## src/rtl/txdma_pkg.sv

```systemverilog
package txdma_pkg;

  // Register byte offsets (software contract)
  localparam logic [7:0] OFS_BUF  = 8'h00;
  localparam logic [7:0] OFS_LEN  = 8'h04;
  localparam logic [7:0] OFS_CTRL = 8'h0C;
  localparam logic [7:0] OFS_STAT = 8'h10;

  // Control register bit positions
  localparam int BIT_GO    = 0;
  localparam int BIT_SOF   = 2;
  localparam int BIT_EOF   = 3;
  localparam int BIT_NOPAD = 8;
  localparam int BIT_NOCRC = 9;
  localparam int BIT_FULL  = 16;
  localparam int BIT_EMPTY = 17;
  localparam int BIT_AVAIL = 18;
  localparam int BIT_RST   = 24;

  // Status word error flag
  localparam int BIT_ERR = 31;

  typedef struct packed {
    logic sof;
    logic eof;
    logic nopad;
    logic nocrc;
  } frame_opts_t;

  // Number of 32-bit words touched by a frame starting at byte lane lane0
  function automatic logic [31:0] span_words(input logic [1:0] lane0,
                                             input logic [31:0] lenm1);
    logic [31:0] last_ofs;
    last_ofs = {30'd0, lane0} + lenm1;
    return {2'b00, last_ofs[31:2]} + 32'd1;
  endfunction

  // Byte at a lane of a little-endian word
  function automatic logic [7:0] pick_byte(input logic [31:0] w,
                                           input logic [1:0] lane);
    return w[{lane, 3'b000} +: 8];
  endfunction

  function automatic logic [31:0] status_word(input logic err,
                                              input logic [31:0] cnt);
    logic [31:0] s;
    s = cnt;
    s[BIT_ERR] = err;
    return s;
  endfunction

endpackage

```

## src/rtl/txdma_regs.sv

```systemverilog
module txdma_regs import txdma_pkg::*; #(
  parameter int ADDR_W = 5,
  parameter int LEN_W  = 16
) (
  input  logic              clk,
  input  logic              rst_n,
  input  logic              reg_wr,
  input  logic [ADDR_W-1:0] reg_addr,
  input  logic [31:0]       reg_wdata,
  output logic [31:0]       reg_rdata,
  input  logic              hold_full,
  input  logic              unpack_done,
  input  logic [LEN_W:0]    bytes_done,
  output logic              start_pulse,
  output logic              abort_pulse,
  output logic [31:0]       base_addr,
  output logic [LEN_W-1:0]  len_m1,
  output frame_opts_t       opts,
  output logic              irq
);

  logic        busy_q;
  logic        avail_q;
  logic [31:0] status_q;
  logic [31:0] ctrl_view;

  logic wr_buf, wr_len, wr_ctrl;
  assign wr_buf  = reg_wr && (reg_addr == ADDR_W'(OFS_BUF));
  assign wr_len  = reg_wr && (reg_addr == ADDR_W'(OFS_LEN));
  assign wr_ctrl = reg_wr && (reg_addr == ADDR_W'(OFS_CTRL));

  assign start_pulse = wr_ctrl && reg_wdata[BIT_GO] && !reg_wdata[BIT_RST] && !busy_q;
  assign abort_pulse = wr_ctrl && reg_wdata[BIT_RST] && busy_q;

  always_ff @(posedge clk or negedge rst_n) begin
    if (!rst_n) begin
      busy_q    <= 1'b0;
      avail_q   <= 1'b0;
      status_q  <= '0;
      base_addr <= '0;
      len_m1    <= '0;
      opts      <= '0;
    end else begin
      if (wr_buf && !busy_q) base_addr <= reg_wdata;
      if (wr_len && !busy_q) len_m1    <= reg_wdata[LEN_W-1:0];
      if (wr_ctrl) avail_q <= 1'b0;
      if (start_pulse) begin
        busy_q     <= 1'b1;
        opts.sof   <= reg_wdata[BIT_SOF];
        opts.eof   <= reg_wdata[BIT_EOF];
        opts.nopad <= reg_wdata[BIT_NOPAD];
        opts.nocrc <= reg_wdata[BIT_NOCRC];
      end
      if (abort_pulse) begin
        busy_q   <= 1'b0;
        avail_q  <= 1'b1;
        status_q <= status_word(1'b1, 32'(bytes_done));
      end else if (unpack_done) begin
        busy_q   <= 1'b0;
        avail_q  <= 1'b1;
        status_q <= status_word(1'b0, 32'(bytes_done));
      end
    end
  end

  always_comb begin
    ctrl_view            = '0;
    ctrl_view[BIT_GO]    = busy_q;
    ctrl_view[BIT_SOF]   = opts.sof;
    ctrl_view[BIT_EOF]   = opts.eof;
    ctrl_view[BIT_NOPAD] = opts.nopad;
    ctrl_view[BIT_NOCRC] = opts.nocrc;
    ctrl_view[BIT_FULL]  = hold_full;
    ctrl_view[BIT_EMPTY] = !hold_full;
    ctrl_view[BIT_AVAIL] = avail_q;
  end

  always_comb begin
    if (reg_addr == ADDR_W'(OFS_BUF))       reg_rdata = base_addr;
    else if (reg_addr == ADDR_W'(OFS_LEN))  reg_rdata = 32'(len_m1);
    else if (reg_addr == ADDR_W'(OFS_CTRL)) reg_rdata = ctrl_view;
    else if (reg_addr == ADDR_W'(OFS_STAT)) reg_rdata = status_q;
    else                                    reg_rdata = '0;
  end

  assign irq = avail_q;

  assert_start_sets_busy_R2: assert property (@(posedge clk) disable iff (!rst_n)
    start_pulse |=> busy_q && !avail_q);

  assert_done_posts_R7: assert property (@(posedge clk) disable iff (!rst_n)
    unpack_done && !abort_pulse |=> avail_q && !busy_q && !status_q[BIT_ERR]);

  assert_abort_posts_R9: assert property (@(posedge clk) disable iff (!rst_n)
    abort_pulse |=> avail_q && !busy_q && status_q[BIT_ERR]);

endmodule

```

## src/rtl/txdma_fetch.sv

```systemverilog
module txdma_fetch import txdma_pkg::*; #(
  parameter int LEN_W = 16
) (
  input  logic             clk,
  input  logic             rst_n,
  input  logic             start,
  input  logic             abort,
  input  logic             finish,
  input  logic [31:0]      base_addr,
  input  logic [LEN_W-1:0] len_m1,
  input  logic             hold_full,
  output logic             mem_req_valid,
  input  logic             mem_req_ready,
  output logic [31:0]      mem_req_addr,
  input  logic             mem_rsp_valid,
  input  logic [31:0]      mem_rsp_data,
  output logic             push,
  output logic [31:0]      push_data
);

  logic        active_q;
  logic        outstanding_q;
  logic        discard_q;
  logic [31:0] next_addr_q;
  logic [31:0] words_left_q;
  logic        req_hs;

  assign mem_req_valid = active_q && !outstanding_q && !hold_full && (words_left_q != '0);
  assign mem_req_addr  = next_addr_q;
  assign req_hs        = mem_req_valid && mem_req_ready;
  assign push          = mem_rsp_valid && outstanding_q && !discard_q && active_q;
  assign push_data     = mem_rsp_data;

  always_ff @(posedge clk or negedge rst_n) begin
    if (!rst_n) begin
      active_q      <= 1'b0;
      outstanding_q <= 1'b0;
      discard_q     <= 1'b0;
      next_addr_q   <= '0;
      words_left_q  <= '0;
    end else begin
      if (req_hs) begin
        outstanding_q <= 1'b1;
        next_addr_q   <= next_addr_q + 32'd4;
        words_left_q  <= words_left_q - 32'd1;
      end
      if (mem_rsp_valid) begin
        outstanding_q <= 1'b0;
        discard_q     <= 1'b0;
      end
      if (start) begin
        active_q     <= 1'b1;
        next_addr_q  <= {base_addr[31:2], 2'b00};
        words_left_q <= span_words(base_addr[1:0], 32'(len_m1));
      end else if (abort) begin
        active_q     <= 1'b0;
        words_left_q <= '0;
        discard_q    <= (outstanding_q && !mem_rsp_valid) || req_hs;
      end else if (finish) begin
        active_q <= 1'b0;
      end
    end
  end

  assert_word_aligned_R6: assert property (@(posedge clk) disable iff (!rst_n)
    mem_req_valid |-> (mem_req_addr[1:0] == 2'b00));

  assert_rsp_expected_R6: assert property (@(posedge clk) disable iff (!rst_n)
    mem_rsp_valid |-> outstanding_q);

endmodule

```

## src/rtl/txdma_unpack.sv

```systemverilog
module txdma_unpack import txdma_pkg::*; #(
  parameter int LEN_W = 16
) (
  input  logic             clk,
  input  logic             rst_n,
  input  logic             start,
  input  logic             abort,
  input  logic [1:0]       base_lane,
  input  logic [LEN_W-1:0] len_m1,
  input  logic             sof,
  input  logic             eof,
  input  logic             push,
  input  logic [31:0]      push_data,
  output logic             tx_valid,
  input  logic             tx_ready,
  output logic [7:0]       tx_data,
  output logic             tx_first,
  output logic             tx_last,
  output logic             hold_full,
  output logic             done,
  output logic [LEN_W:0]   bytes_done
);

  logic             run_q;
  logic             hold_q;
  logic [31:0]      word_q;
  logic [1:0]       lane_q;
  logic [LEN_W-1:0] left_q;
  logic             first_q;
  logic             eof_q;
  logic [LEN_W:0]   sent_q;
  logic             byte_hs;
  logic             final_byte;

  assign tx_valid   = run_q && hold_q;
  assign tx_data    = pick_byte(word_q, lane_q);
  assign final_byte = (left_q == '0);
  assign tx_first   = tx_valid && first_q;
  assign tx_last    = tx_valid && eof_q && final_byte;
  assign byte_hs    = tx_valid && tx_ready;
  assign done       = byte_hs && final_byte;
  assign hold_full  = hold_q;
  assign bytes_done = sent_q + {{LEN_W{1'b0}}, byte_hs};

  always_ff @(posedge clk or negedge rst_n) begin
    if (!rst_n) begin
      run_q   <= 1'b0;
      hold_q  <= 1'b0;
      word_q  <= '0;
      lane_q  <= '0;
      left_q  <= '0;
      first_q <= 1'b0;
      eof_q   <= 1'b0;
      sent_q  <= '0;
    end else if (start) begin
      run_q   <= 1'b1;
      hold_q  <= 1'b0;
      lane_q  <= base_lane;
      left_q  <= len_m1;
      first_q <= sof;
      eof_q   <= eof;
      sent_q  <= '0;
    end else if (abort) begin
      run_q  <= 1'b0;
      hold_q <= 1'b0;
    end else begin
      if (push) begin
        hold_q <= 1'b1;
        word_q <= push_data;
      end
      if (byte_hs) begin
        sent_q  <= sent_q + 1'b1;
        first_q <= 1'b0;
        if (final_byte) begin
          run_q  <= 1'b0;
          hold_q <= 1'b0;
        end else begin
          left_q <= left_q - 1'b1;
          lane_q <= lane_q + 2'd1;
          if (lane_q == 2'd3) hold_q <= 1'b0;
        end
      end
    end
  end

  assert_stream_hold_R5: assert property (@(posedge clk) disable iff (!rst_n)
    tx_valid && !tx_ready && !abort |=>
      tx_valid && $stable(tx_data) && $stable(tx_first) && $stable(tx_last));

  assert_first_once_R4: assert property (@(posedge clk) disable iff (!rst_n)
    byte_hs |=> !tx_first);

  assert_final_byte_ends_R3: assert property (@(posedge clk) disable iff (!rst_n)
    done |=> !tx_valid);

endmodule

```

## src/rtl/txdma_chan.sv

```systemverilog
module txdma_chan import txdma_pkg::*; #(
  parameter int ADDR_W = 5,
  parameter int LEN_W  = 16
) (
  input  logic              clk,
  input  logic              rst_n,
  input  logic              reg_wr,
  input  logic [ADDR_W-1:0] reg_addr,
  input  logic [31:0]       reg_wdata,
  output logic [31:0]       reg_rdata,
  output logic              mem_req_valid,
  input  logic              mem_req_ready,
  output logic [31:0]       mem_req_addr,
  input  logic              mem_rsp_valid,
  input  logic [31:0]       mem_rsp_data,
  output logic              tx_valid,
  input  logic              tx_ready,
  output logic [7:0]        tx_data,
  output logic              tx_first,
  output logic              tx_last,
  output logic              tx_pad_off,
  output logic              tx_crc_off,
  output logic              irq_done
);

  logic             start_pulse;
  logic             abort_pulse;
  logic             unpack_done;
  logic             hold_full;
  logic [LEN_W:0]   bytes_done;
  logic [31:0]      base_addr;
  logic [LEN_W-1:0] len_m1;
  frame_opts_t      opts;
  logic             push;
  logic [31:0]      push_data;

  txdma_regs #(.ADDR_W(ADDR_W), .LEN_W(LEN_W)) regs_i (
    .clk         (clk),
    .rst_n       (rst_n),
    .reg_wr      (reg_wr),
    .reg_addr    (reg_addr),
    .reg_wdata   (reg_wdata),
    .reg_rdata   (reg_rdata),
    .hold_full   (hold_full),
    .unpack_done (unpack_done),
    .bytes_done  (bytes_done),
    .start_pulse (start_pulse),
    .abort_pulse (abort_pulse),
    .base_addr   (base_addr),
    .len_m1      (len_m1),
    .opts        (opts),
    .irq         (irq_done)
  );

  txdma_fetch #(.LEN_W(LEN_W)) fetch_i (
    .clk           (clk),
    .rst_n         (rst_n),
    .start         (start_pulse),
    .abort         (abort_pulse),
    .finish        (unpack_done),
    .base_addr     (base_addr),
    .len_m1        (len_m1),
    .hold_full     (hold_full),
    .mem_req_valid (mem_req_valid),
    .mem_req_ready (mem_req_ready),
    .mem_req_addr  (mem_req_addr),
    .mem_rsp_valid (mem_rsp_valid),
    .mem_rsp_data  (mem_rsp_data),
    .push          (push),
    .push_data     (push_data)
  );

  txdma_unpack #(.LEN_W(LEN_W)) unpack_i (
    .clk        (clk),
    .rst_n      (rst_n),
    .start      (start_pulse),
    .abort      (abort_pulse),
    .base_lane  (base_addr[1:0]),
    .len_m1     (len_m1),
    .sof        (reg_wdata[BIT_SOF]),
    .eof        (reg_wdata[BIT_EOF]),
    .push       (push),
    .push_data  (push_data),
    .tx_valid   (tx_valid),
    .tx_ready   (tx_ready),
    .tx_data    (tx_data),
    .tx_first   (tx_first),
    .tx_last    (tx_last),
    .hold_full  (hold_full),
    .done       (unpack_done),
    .bytes_done (bytes_done)
  );

  assign tx_pad_off = opts.nopad;
  assign tx_crc_off = opts.nocrc;

endmodule

```

## config.mk

```make
export PLATFORM = sky130hd
export DESIGN_NAME = txdma_chan
export DESIGN_NICKNAME = d
export VERILOG_FILES = /design/src/rtl/txdma_pkg.sv /design/src/rtl/txdma_regs.sv /design/src/rtl/txdma_fetch.sv /design/src/rtl/txdma_unpack.sv /design/src/rtl/txdma_chan.sv
export SDC_FILE = /design/constraint.sdc
export NUM_CORES = 1
export LEC_CHECK = 0
export ABC_AREA = 1
export BUFFER_PORTS_ARGS = -buffer_cell sky130_fd_sc_hd__buf_2
export CAP_MARGIN = 20
export CORE_MARGIN = 3
export CORE_UTILIZATION = 60
export DETAILED_ROUTE_END_ITERATION = 12
export GPL_ROUTABILITY_DRIVEN = 0
export GPL_TIMING_DRIVEN = 0
export PLACE_DENSITY = 0.86
export SLEW_MARGIN = 20
export SYNTH_ARGS = -nofsm -noshare
export SYNTH_HDL_FRONTEND = slang
export SYNTH_HIERARCHICAL = 1
export SYNTH_SLANG_ARGS = --single-unit
export TNS_END_PERCENT = 1
```

## constraint.sdc

```tcl
create_clock -name clk -period 2.6 [get_ports clk]
set_clock_uncertainty 0.15 [all_clocks]
set_input_delay 0.26 -clock clk [delete_from_list [all_inputs] [get_ports clk]]
set_output_delay 0.26 -clock clk [all_outputs]
set_load 0.02 [all_outputs]
```

==> results.ini <==
[grt]
grt_usage_pct=34.14
globalRoute.totalOverflow=0
grt_start_max_net_pins=89
grt_first_pass_wirelength_um=65510
number_of_global_route_vias_before_repair=12820
grt_antenna_before_repair=0

[timing]
post-route-min-period_ns=2.695
setup_slack_ns=-0.09496
finalSetupViolations=24
final_hold_viol_count=0
slew-limit-headroom_pct=53.59
setup_total_negative_slack_ns=-0.5217
worst_hold_check_slack_ns=0.02649
fmax_mhz=371.1
finalCritPeriodShare_pct=103.7
grt_setup_unrepaired=yes
worst_pin_slew_ns=0.6961
timing_max_transition_violations_final=0

[place]
placedCellCount=2152
io_buffers=119
placed_instance_area_um2=14000
post-dp-hpwl_um=28280

[yosys]
synth-async-reset-ratio_pct=100.0
synth_area_um2=13000
ys_seq_area_share_pct=40.05
synthesis.yosys.warnings=6
netlist_instances=1755
synth_cell_type_count=50
syn_area_per_cell_um2=7.405
ys_seq_elements=208
synth_enable_flop_cells=0
ys.flop_type=dfrtp_1

[drt]
per_cell_via_count_in_the_routed_design=5.937
drc=0
wl_per_cell_um=18.34
detailroute.via_count=13450
drt_pass1_iterations=7
drt_iter0_drc=1636
postRouteAntennaNets=0
detail_route.wirelength_um=41550

[floorplan]
die_h_um=153.2
die_w_um=153.2
effective_utilization_at_floorplan_pct=61.44
count_of_boundary_i_o_pins=154
core_area_um2=21150
placementRows=53
die_area_um2=23460

[critical_path]
worstPathCellList=inv_1 > nand4_1 > clkinvlp_4 > buf_4 > clkbuf_2 > clkbuf_1 > nand2_1 > o21ai_1 > nand2_1 > o21ai_1
timing.critical_path.required_ns=2.91
critical_path_class=flip-flop to flip-flop
worstPathBufferInverterCount=5
worst_setup_path_end_kind=flip-flop
delay_of_the_slowest_cell_on_the_worst_path_ns=0.44
worst-path-max-fanout=10
worst-endpoint-arrival_ns=3.00
timing.critical_path.max_delay_family=buffers and inverters
cp-start-kind=flip-flop
crit_slowest_cell=clkbuf_1

[cts]
clk_pin_slew_ns=0.06
clk_latency_ns=0.55
cts_tree=done
cts-htree-levels=1
max-clock-path-buffers=3
clk_sink_count=208
clock_tree.root_cell=clkbuf_16
cts_buffers=23

[outcome]
violations=negative setup slack
status=complete, but fails checks

[run]
max-cap-violations=0

[cells_and_area]
synthToLayoutAreaGrowth_pct=20.55
nFillCells=1532
most-common-layout-cells=476 x nand2_1, 206 x dfrtp_1, 198 x nor2_1, 151 x inv_1, 148 x nand3_1
finish.net_count=2059
layout.cells.most_common=nand2_1
stdcell_count=2265
post-route-util_pct=74.06
finalInstanceArea_um2=15670
antenna_cells=0
final_layout_size_suffix_gt1_share_pct=18.74

[pwr]
power_density_nw_per_um2=858.5
vdd_ir_drop_max_mv=0.7902
p_leak_uw=0.007651

[worst_hold_path]
kind_of_path_behind_the_tightest_hold_check=primary input to flip-flop

[through the flow]
step	setup WS, ns	total power [uW]
floorplan	0.4054	7934
global placement	-2.383	9089
detailed placement	-0.3917	9317
CTS	-0.04711	13170
global route	-0.1472	14120
finish	-0.09496	13450
[per-layer routing]
metal  wire (um)  track usage, %  up-vias
li1            -               -     6095
met2       19950           57.87      929
met5           0               0        -
met3        4381           6.172      191
met4        2233           14.26        0
met1       14980           43.23     6233
[synthesized netlist by cell type, types with 8 or more instances]
cell type | number | area share (%)
nor4_1 | 8 | 0.39
nand3_2 | 14 | 1.1
nor2_4 | 10 | 0.87
nor2_2 | 25 | 1.2
nand3_1 | 150 | 5.8
dfrtp_1 | 208 | 40
nand4_1 | 42 | 2.0
nand2_2 | 12 | 0.58
a21oi_1 | 33 | 1.3
nor3_1 | 25 | 0.96
clkbuf_1 | 22 | 0.64
nand2_1 | 476 | 14
buf_4 | 40 | 2.3
inv_1 | 154 | 4.4
o21ai_0 | 58 | 2.2
buf_2 | 19 | 0.73
xor2_1 | 53 | 3.6
o211ai_1 | 13 | 0.75
xnor2_1 | 13 | 0.88
o22ai_1 | 10 | 0.48
nor2_1 | 200 | 5.8
mux2_2 | 30 | 2.6
inv_2 | 13 | 0.38
o21ai_1 | 65 | 2.5
ha_1 | 10 | 0.96
[path summary, 6_finish.rpt]
check / slack (ns) / start / end / cells after the start
max: -0.09 / regs_i/busy_q / fetch_i/mem_req_addr[11] / 10
min: 0.03 / reg_addr[4] / regs_i/irq / 5
max reg2reg: -0.09 / regs_i/busy_q / fetch_i/mem_req_addr[11] / 10
min reg2reg: 0.34 / regs_i/status_q[31] / regs_i/status_q[31] / 2
max in group asynchronous: 1.08 / rst_n / unpack_i/sent_q[1] / 4
min in group asynchronous: 0.07 / rst_n / fetch_i/mem_req_addr[21] / 2
[worst register-to-register path: stages, from the launching register on]
cell and delay (ns):
dfrtp_1 0.41, inv_1 0.19, nand4_1 0.33, clkinvlp_4 0.30, buf_4 0.16, clkbuf_2 0.23
clkbuf_1 0.44, nand2_1 0.14, o21ai_1 0.11, nand2_1 0.08, o21ai_1 0.08
[layout make-up]
class	instances	area (um^2)	area share (%)
Multi-Input combinational cell	1289	6663	42.53
Clock buffer	29	648.1	4.137
Sequential cell	208	5207	33.24
Buffer	88	566.8	3.618
Clock inverter	12	207.7	1.326
Inverter	170	648.1	4.137
Timing Repair Buffer	194	1381	8.817
Tap cell	275	344.1	2.196
[flip-flops by register name, indices dropped and copies added, names as in the netlist]
signal	cells
fetch_i/outstanding_q	1
unpack_i/lane_q	2
regs_i/base_addr	32
fetch_i/discard_q	1
unpack_i/eof_q	1
regs_i/opts	4
unpack_i/word_q	32
fetch_i/active_q	1
unpack_i/run_q	1
fetch_i/mem_req_addr	30
regs_i/len_m1	16
unpack_i/sent_q	17
regs_i/busy_q	1
unpack_i/hold_full	1
unpack_i/left_q	16
regs_i/status_q	18
fetch_i/words_left_q	32
unpack_i/first_q	1
regs_i/irq	1
[report_power, final]
group	internal (uW)	leakage, uW	switching (uW)
Sequential	4110	0.00263	1050
Clock	2270	0.000425	1420
Combinational	1710	0.00460	2880
[logic make-up after synthesis]
logic type,after synthesis,share of synthesized area (%)
xor+xnor,66,4.448
fa+ha+maj,10,0.9627
simple gates,983,34.16
mux,33,2.850
buf+inv,259,9.271
compound gates,195,8.231
flops,208,40.05
other cells,1,0.02885
[what timing repair did]
item | CTS | global route
resized for setup | 9 | 17
cloned | 0 | 0
buffers inserted | 0 | 4
hold endpoints to repair | 210 | 0
pin swaps | 0 | 3
hold buffers | 69 | 0
setup endpoints to repair | 99 | 111
Power figures use the tool's default switching activity.
